`src/rtl/adc_scan_seq.sv`:
```
module adc_scan_seq #(
  parameter int NCH = 8,
  parameter int RW  = 10,
  parameter int DW  = 16
) (
  input  logic          clk,
  input  logic          rst_n,
  input  logic          abort_i,
  input  logic          reg_wr,
  input  logic          reg_rd,
  input  logic [3:0]    reg_addr,
  input  logic [7:0]    reg_wdata,
  output logic [DW-1:0] reg_rdata,
  output logic          conv_start,
  output logic [2:0]    conv_ch,
  input  logic          conv_done,
  input  logic [RW-1:0] conv_result,
  output logic          int_n,
  output logic          osc_en
);
  typedef enum logic [1:0] {S_IDLE, S_START, S_WAIT} state_t;
  localparam logic [1:0] M_READ = 2'd1, M_SINGLE = 2'd2, M_CONT = 2'd3;

  state_t         st;
  logic           enc, ie, csel, intf, acc;
  logic [1:0]     mode;
  logic [2:0]     ptr;
  logic [NCH-1:0] mask, dv;
  logic [RW-1:0]  dreg [NCH];

  function automatic logic [2:0] next_act(input logic [2:0] p, input logic [NCH-1:0] m);
    logic [2:0] c;
    next_act = p;
    for (int i = NCH - 1; i >= 1; i--) begin
      c = 3'((int'(p) + i) % NCH);
      if (m[c]) next_act = c;
    end
  endfunction

  wire            is_data = !reg_addr[3];
  wire [2:0]      rch     = reg_addr[2:0];
  wire            wr_mode = reg_wr && reg_addr == 4'h8;
  wire            wr_mask = reg_wr && reg_addr == 4'h9;
  wire            wr_go   = reg_wr && reg_addr == 4'hA;
  wire            rd_stat = reg_rd && reg_addr == 4'hB;
  wire            rd_data = reg_rd && is_data;
  wire            waiting = st == S_WAIT;
  wire            cip     = waiting && mode != M_CONT;
  wire [NCH-1:0]  pend    = mask & ~(dv | (NCH'(1) << ptr));
  wire [2:0]      nxt     = next_act(ptr, mask);
  wire            arm     = reg_wdata[4] && mode != 2'd0;

  assign conv_start = st == S_START;
  assign conv_ch    = ptr;
  assign int_n      = !(intf && ie && mode != M_CONT);
  assign osc_en     = csel && (enc || st != S_IDLE);

  always_comb begin
    reg_rdata = '0;
    if (is_data) reg_rdata[RW-1:0] = dreg[rch];
    else case (reg_addr[1:0])
      2'd0: reg_rdata[3:0] = {csel, ie, mode};
      2'd1: reg_rdata[NCH-1:0] = mask;
      2'd2: reg_rdata[4:0] = {enc, 1'b0, ptr};
      default: begin
        reg_rdata[2:0]      = {cip, acc, intf};
        reg_rdata[5:3]      = ptr;
        reg_rdata[8 +: NCH] = dv;
      end
    endcase
  end

  always_ff @(posedge clk or negedge rst_n) begin
    if (!rst_n) begin
      st <= S_IDLE;
      {enc, ie, csel, intf, acc} <= '0;
      mode <= '0;
      ptr  <= '0;
      mask <= '0;
      dv   <= '0;
      for (int i = 0; i < NCH; i++) dreg[i] <= '0;
    end else begin
      if (wr_mode) {csel, ie, mode} <= reg_wdata[3:0];
      if (wr_mask) begin
        mask <= reg_wdata[NCH-1:0];
        dv   <= '0;
      end
      if (rd_data) dv[rch] <= 1'b0;
      if (rd_stat) intf <= 1'b0;
      if (wr_go) enc <= arm;
      if (abort_i) begin
        st  <= S_IDLE;
        enc <= 1'b0;
      end else case (st)
        S_IDLE: begin
          if (wr_go && reg_wdata[3]) ptr <= reg_wdata[2:0];
          if (wr_go && arm) begin
            st  <= S_START;
            acc <= 1'b0;
          end else if (rd_data && enc && mode == M_READ) begin
            ptr <= nxt;
            st  <= S_START;
          end
        end
        S_START: st <= S_WAIT;
        default: if (conv_done) begin
          dreg[ptr] <= conv_result;
          dv[ptr]   <= 1'b1;
          if (mode != M_READ) ptr <= nxt;
          if (!enc || mode == M_READ) st <= S_IDLE;
          else if (mode == M_SINGLE && pend == '0) begin
            st   <= S_IDLE;
            enc  <= 1'b0;
            intf <= 1'b1;
            acc  <= 1'b1;
          end else begin
            st <= S_START;
            if (pend == '0) acc <= 1'b1;
          end
        end
      endcase
    end
  end
endmodule


```
`config.mk`:
```
export PLATFORM = sky130hd
export DESIGN_NAME = adc_scan_seq
export DESIGN_NICKNAME = d
export VERILOG_FILES = /design/src/rtl/adc_scan_seq.sv
export SDC_FILE = /design/constraint.sdc
export NUM_CORES = 1
export LEC_CHECK = 0
export BUFFER_PORTS_ARGS = -buffer_cell sky130_fd_sc_hd__buf_2
export CAP_MARGIN = 10
export CORE_MARGIN = 2
export CORE_UTILIZATION = 30
export CTS_CLUSTER_DIAMETER = 60
export DETAILED_ROUTE_END_ITERATION = 8
export PLACE_DENSITY = 0.57
export REMOVE_ABC_BUFFERS = 1
export SYNTH_ARGS = -nofsm -noshare
export SYNTH_HDL_FRONTEND = slang
export SYNTH_SLANG_ARGS = --single-unit
export TNS_END_PERCENT = 20
```
`constraint.sdc`:
```
create_clock -name clk -period 3.55 [get_ports clk]
set_input_delay 0.1775 -clock clk [delete_from_list [all_inputs] [get_ports clk]]
set_output_delay 0.1775 -clock clk [all_outputs]
set_load 0.02 [all_outputs]
```
Word level (Yosys, flattened, before mapping)
Cells that the tools add are included.

Latch bits: 0. Memory bits (writable): 0. Memories: 0. Register bits: 108. Logic and storage cells: 179. Input bits: 28. Output and inout port bits: 22. ROM bits: 0.

Bitwise logic cells: 11. Order comparisons: 14. Equality and inequality tests: 15. Multiply operators: 0. Divide/modulo/power cells: 0. Shifts and indexed selects: 1. Reduce and logical (&&, ||, !) cells: 39. Add/subtract/negate cells: 7. Multiplexer cells: 74.

Operators with widths (number): $bwmux 80 (1); $mux 8 (6); $mux 10 (4); $lt 3x4->1 const B (9); $mux 3 (12); $bmux 10 s3 (1); $demux 10 s3 (1); $mux 1 (28); $bmux 1 s3 (7); $logic_and 1x1->1 (18); $and 8x8->8 (2); $eq 4x4->1 const B (4); $not 8->8 (2); $or 8x8->8 (2); $add 3x3->3 const B (4); $pmux 4 s3 (1); $mux 2 (5); $ge 4x4->1 const B (2); $logic_not 8->1 (1); $not 3->4 (2); $reduce_bool 2->1 (4); $shl 1x3->8 const A (1); $add 3x2->3 const B (2); $demux 1 s3 (2); 25 further kinds (40).

Longest topological paths before layout
Depth after elaboration: 13. Gate-level depth with buffers: 10.

Worst setup path before layout
No wires, ideal clock.

Kind: flip-flop to flip-flop. From: register ptr[2] (netlist: conv_ch[2]). To: register ptr[0] (netlist: conv_ch[0]). Setup slack: 0.261 ns. Arrival: 3.162 ns. Stages on the path, launching flop included: 10. Path buffers: 2. Library setup time: 0.126 ns. Data required time: 3.424 ns. Cell sequence: dfrtp_1 > clkbuf_1 > inv_1 > ha_1 > clkbuf_1 > mux4_2 > mux2_4 > or4b_4 > a21o_1 > a311o_1.

Word-level cells in the longest chain between the ends: 13.

RTL lines: start, declared (RTL line 27) `logic [2:0] ptr;`; start signal, assigned (RTL line 96) `if (wr_go && reg_wdata[3]) ptr <= reg_wdata[2:0];`; start signal, assigned (RTL line 101) `ptr <= nxt;`; start signal, assigned (RTL line 109) `if (mode != M_READ) ptr <= nxt;`; $add 3x3->3 (RTL line 35) `c = 3'((int'(p) + i) % NCH);`; $bmux 1 s3 (RTL line 36) `if (m[c]) next_act = c;`; $mux 1 (implied by the code) (RTL line 36); $mux 3 (6 in series) (RTL line 36); $mux 3 * (RTL line 36); $mux 3 (on tied branches) (RTL line 109, 100); $mux 3 (on tied branches) (RTL line 106, 97); $pmux 3 s2 * (RTL line 94) `end else case (st)`.

Mark *: on every way between the ends. The rest lies on a longest branch, timed or not. The select of a mux whose other input is x is not followed. A chain may end at the register's enable or synchronous reset.

Worst setup path in the final report
From: register ptr[1] (netlist: conv_ch[1]). To: register ptr[0] (netlist: conv_ch[0]).

The elaborated chain is that of the path after synthesis.

==> results by stage <==
STA:
- Subtracting the final worst setup slack from the clock period gives roughly 2900 ps.
- The final hold violation count is 0.
- The final-layout worst hold slack is 56.0 ps.
- The share of the clock period used by the worst path is about 83%.
- The max-slew violation count was 0.
- Based on the critical path, the design can be clocked at up to about 340 MHz.
- Setup repair after global routing left no endpoint under its margin.
- Across the routed clock network, the largest skew measured is around 10 ps.
- The relative slew slack is about a third.
- For the pin with the worst max-slew slack, the measured transition is ~1000 ps.
- Setup violations remaining at the end of the flow were counted as 0.

Floorplan:
- Row generation in the floorplan step produced 53 rows.
- The die covers between 20000 and 25000 um2.
- The core region is between 20000 and 25000 um2.
- The initial core utilization is between 30% and 40%.
- The die outline height is around 150 um.
- During I/O placement, the number of pins put on the boundary was 50.
- In this run the horizontal extent of the chip is 150 um.

Drt:
- In this run the remaining antenna-violating nets after routing total 0.
- The number of design rule violations left after detail routing is 0.
- In this run, the number of DRC markers left after iteration 0 of detailed routing was 216.
- Summed over all layers, the routed wires come to roughly 17000 um.
- After detailed routing, the average wire length per cell comes to 20.7 um.
- For this run, the detailed router's first-pass iteration total came to 4.
- Detailed routing inserted a total of around 4500 vias.
- The via count normalized by instance count is 5.38.

Clock network:
- For the worst-skew pair, the clock arrives at the later sink with an insertion delay of between 300 and 400 ps.
- The total clock sinks is 108.
- The level count of the clock H-tree is 3.
- Clock tree synthesis selected as its root buffer the cell sky130_fd_sc_hd__clkbuf_16.
- TritonCTS built the clock tree.
- Clock tree synthesis inserted a total of 9 buffers.
- After clock tree synthesis, the clock-pin slew on the worst setup and hold paths is 80 ps.
- The maximum number of buffers from clock root to sink is 2.
- The number of buffers added for setup after CTS is 0.

Logic synthesis:
- Summed over all instances, the cell type with the most area after synthesis is sky130_fd_sc_hd__dfrtp_1.
- Summing the sequential cell areas from Yosys gives about 42% of the chip area.
- In this run the cell area of the synthesized design comes to 6410 um2.
- After synthesis, the most frequently instantiated cells are sky130_fd_sc_hd__dfrtp_1, sky130_fd_sc_hd__mux2_2, sky130_fd_sc_hd__nand2_1, sky130_fd_sc_hd__mux4_2, sky130_fd_sc_hd__clkbuf_1.
- After synthesis, the share of flip-flops with an asynchronous set or reset is between 90% and 100%.
- The synthesized instance count is about 520.
- sky130_fd_sc_hd__dfrtp_1 is the most common cell in the netlist.
- The fraction of synthesized cell area taken by the top area cell type is between 40% and 50%.
- The count of warnings emitted by yosys is 0.
- The average cell area after synthesis is about 12 um2.
- The number of enable-type register cells in the synthesized netlist is 0.
- In the post-synthesis netlist, the biggest area contributors are sky130_fd_sc_hd__dfrtp_1, sky130_fd_sc_hd__mux2_2, sky130_fd_sc_hd__mux4_2.
- Yosys mapped the design onto 53 distinct sky130hd cell types.
- In the synthesized netlist the dominant register cell turns out to be sky130_fd_sc_hd__dfrtp_1.
- The count of state elements after synthesis is around 110.

Finish:
- The fraction of final layout cells with drive strength greater than 1 is 39.0%.
- The net count of the finished layout is between 500 and 600.
- Compared with the post-synthesis result, the final layout area differs by 12.5%.
- Once layout is complete, the utilization of the core stands at about a third.
- The repair_antennas step left the layout with diodes totalling 0.

Worst hold path:
- The tightest min-delay check is of the primary input to flip-flop type.

Global route:
- The first global-routing pass estimated roughly 27000 um of wire.
- The via count of the first global-routing pass is around 4800.
- The number of antenna violations at the first check in global routing came to 0.
- The aggregate global-route resource usage is about 16%.
- Entering global routing, the biggest net connects 45 pins.
- After global routing the overflow that remains totals 0.

Run:
- The max-cap check violation count is 0.

Critical path:
- At the worst endpoint, the required time is between 3000 and 4000 ps.
- The largest fanout of any net on the critical path is 14.
- The kind of capture point of the worst setup path is a flip-flop.
- The path type of the worst setup path is flip-flop to flip-flop.
- The worst setup path is launched from a flip-flop.
- At the worst endpoint, the arrival time is 3170 ps.

Pwr:
- Dividing total power by cell area gives a power density of ~560 nW/um2.
- The worst-case IR drop observed on VDD is between 0.0002 and 0.0003 V.
- The reported leakage power is 3.39 nW.

Placed design:
- The number of port buffers is a little under 50.
- The HPWL after detailed placement is between 10000 and 15000 um.
- The final weighted congestion in routability-driven placement is 0.836.

Status:
- The run finished with clean final reports.
## metal layers
metal  part of all wire [%]  track usage [%]  wire length, um  up-vias
met3                    4.1             2.15              711       22
li1                       -                -                -     2006
met5                      0                0                0        -
met2                     52             27.9             8870      118
met1                     42             19.7             7260     2331
met4                    2.1             5.99              367        0
## final cells by class
class | count | area [um2]
Clock buffer | 11 | 253
Clock inverter | 5 | 43.8
Fill cell | 2097 | 13800
Inverter | 10 | 37.5
Multi-Input combinational cell | 363 | 3500
Sequential cell | 108 | 2700
Tap cell | 275 | 344
Timing Repair Buffer | 60 | 333
## power breakdown
group	switching, mW	total (mW)	internal [mW]
logic	0.852	1.60	0.750
registers	0.115	1.39	1.28
clock network	0.484	1.01	0.525
## logic make-up (layout without fill, tap and decap cells)
family                     after synthesis  after routing  synth area share [%]
DFF                                    108            108                  42.1
AOI/OAI and AO/OA                       70             70                  7.57
adders and majority gates               12             12                  2.34
xor gates and xnor gates                 1              1                 0.137
muxes                                  160            160                  34.9
buffers and inverters                   51             86                  3.30
and+or+nand+nor                        120            120                  9.62
## layout by cell type (no fill, tap or decap), types with 9 or more instances in the layout
master                      count
sky130_fd_sc_hd__nor2b_1       13
sky130_fd_sc_hd__dfrtp_1      108
sky130_fd_sc_hd__ha_1          12
sky130_fd_sc_hd__nand2_1       45
sky130_fd_sc_hd__buf_4         11
sky130_fd_sc_hd__and2_1        12
sky130_fd_sc_hd__buf_2         48
sky130_fd_sc_hd__nand2b_1       9
sky130_fd_sc_hd__mux4_2        38
sky130_fd_sc_hd__inv_1          9
sky130_fd_sc_hd__a21oi_1       14
sky130_fd_sc_hd__clkbuf_16      9
sky130_fd_sc_hd__mux2i_1       19
sky130_fd_sc_hd__nor2_1        14
sky130_fd_sc_hd__o21ai_0       10
sky130_fd_sc_hd__mux2_2       100
## worst paths after layout
kind / startpoint / end / slack, ps / depth (start not counted)
worst max-delay path: conv_ch[1] / conv_ch[0] / 610 / 8
worst max register to register: conv_ch[1] / conv_ch[0] / 610 / 8
worst min-delay path: reg_wdata[7] / mask[7] / 60 / 2
max in group asynchronous: rst_n / conv_ch[0] / 2390 / 3
min in group asynchronous: rst_n / dreg[50] / 260 / 2
worst min register to register: dv[0] / dv[0] / 500 / 2
## through the flow
step	setup TNS, ps	area, um2	instances	setup WS [ps]	power, mW
after floorplan	-221	6240	481	-149	2.51
after global placement	0	6910	815	705	2.96
after detailed placement	0	6910	815	636	3.00
after CTS	0	7210	832	587	4.03
after global routing	0	7210	832	468	4.21
final	0	7210	832	608	4.01
## state kept, by name, indices dropped and copies added, names as in the netlist
register / flops
ie: 1
csel: 1
conv_ch: 3
mode: 2
st: 2
dreg: 80
enc: 1
dv: 8
mask: 8
acc: 1
intf: 1
## critical path, cell delays in order (launching register included)
cell and delay [ps]:
sky130_fd_sc_hd__dfrtp_1 350, sky130_fd_sc_hd__inv_1 60, sky130_fd_sc_hd__buf_4 160, sky130_fd_sc_hd__ha_1 690, sky130_fd_sc_hd__mux4_2 400, sky130_fd_sc_hd__mux2i_1 150
sky130_fd_sc_hd__or4b_4 520, sky130_fd_sc_hd__a21o_1 170, sky130_fd_sc_hd__a311o_1 310
## timing repair
action	4_1_cts	5_1_grt
hold buffers	1	0
gates resized for setup	0	0
endpoints found under the setup margin	0	0
hold endpoints to repair	24	0
Power figures use the tool's default switching activity.
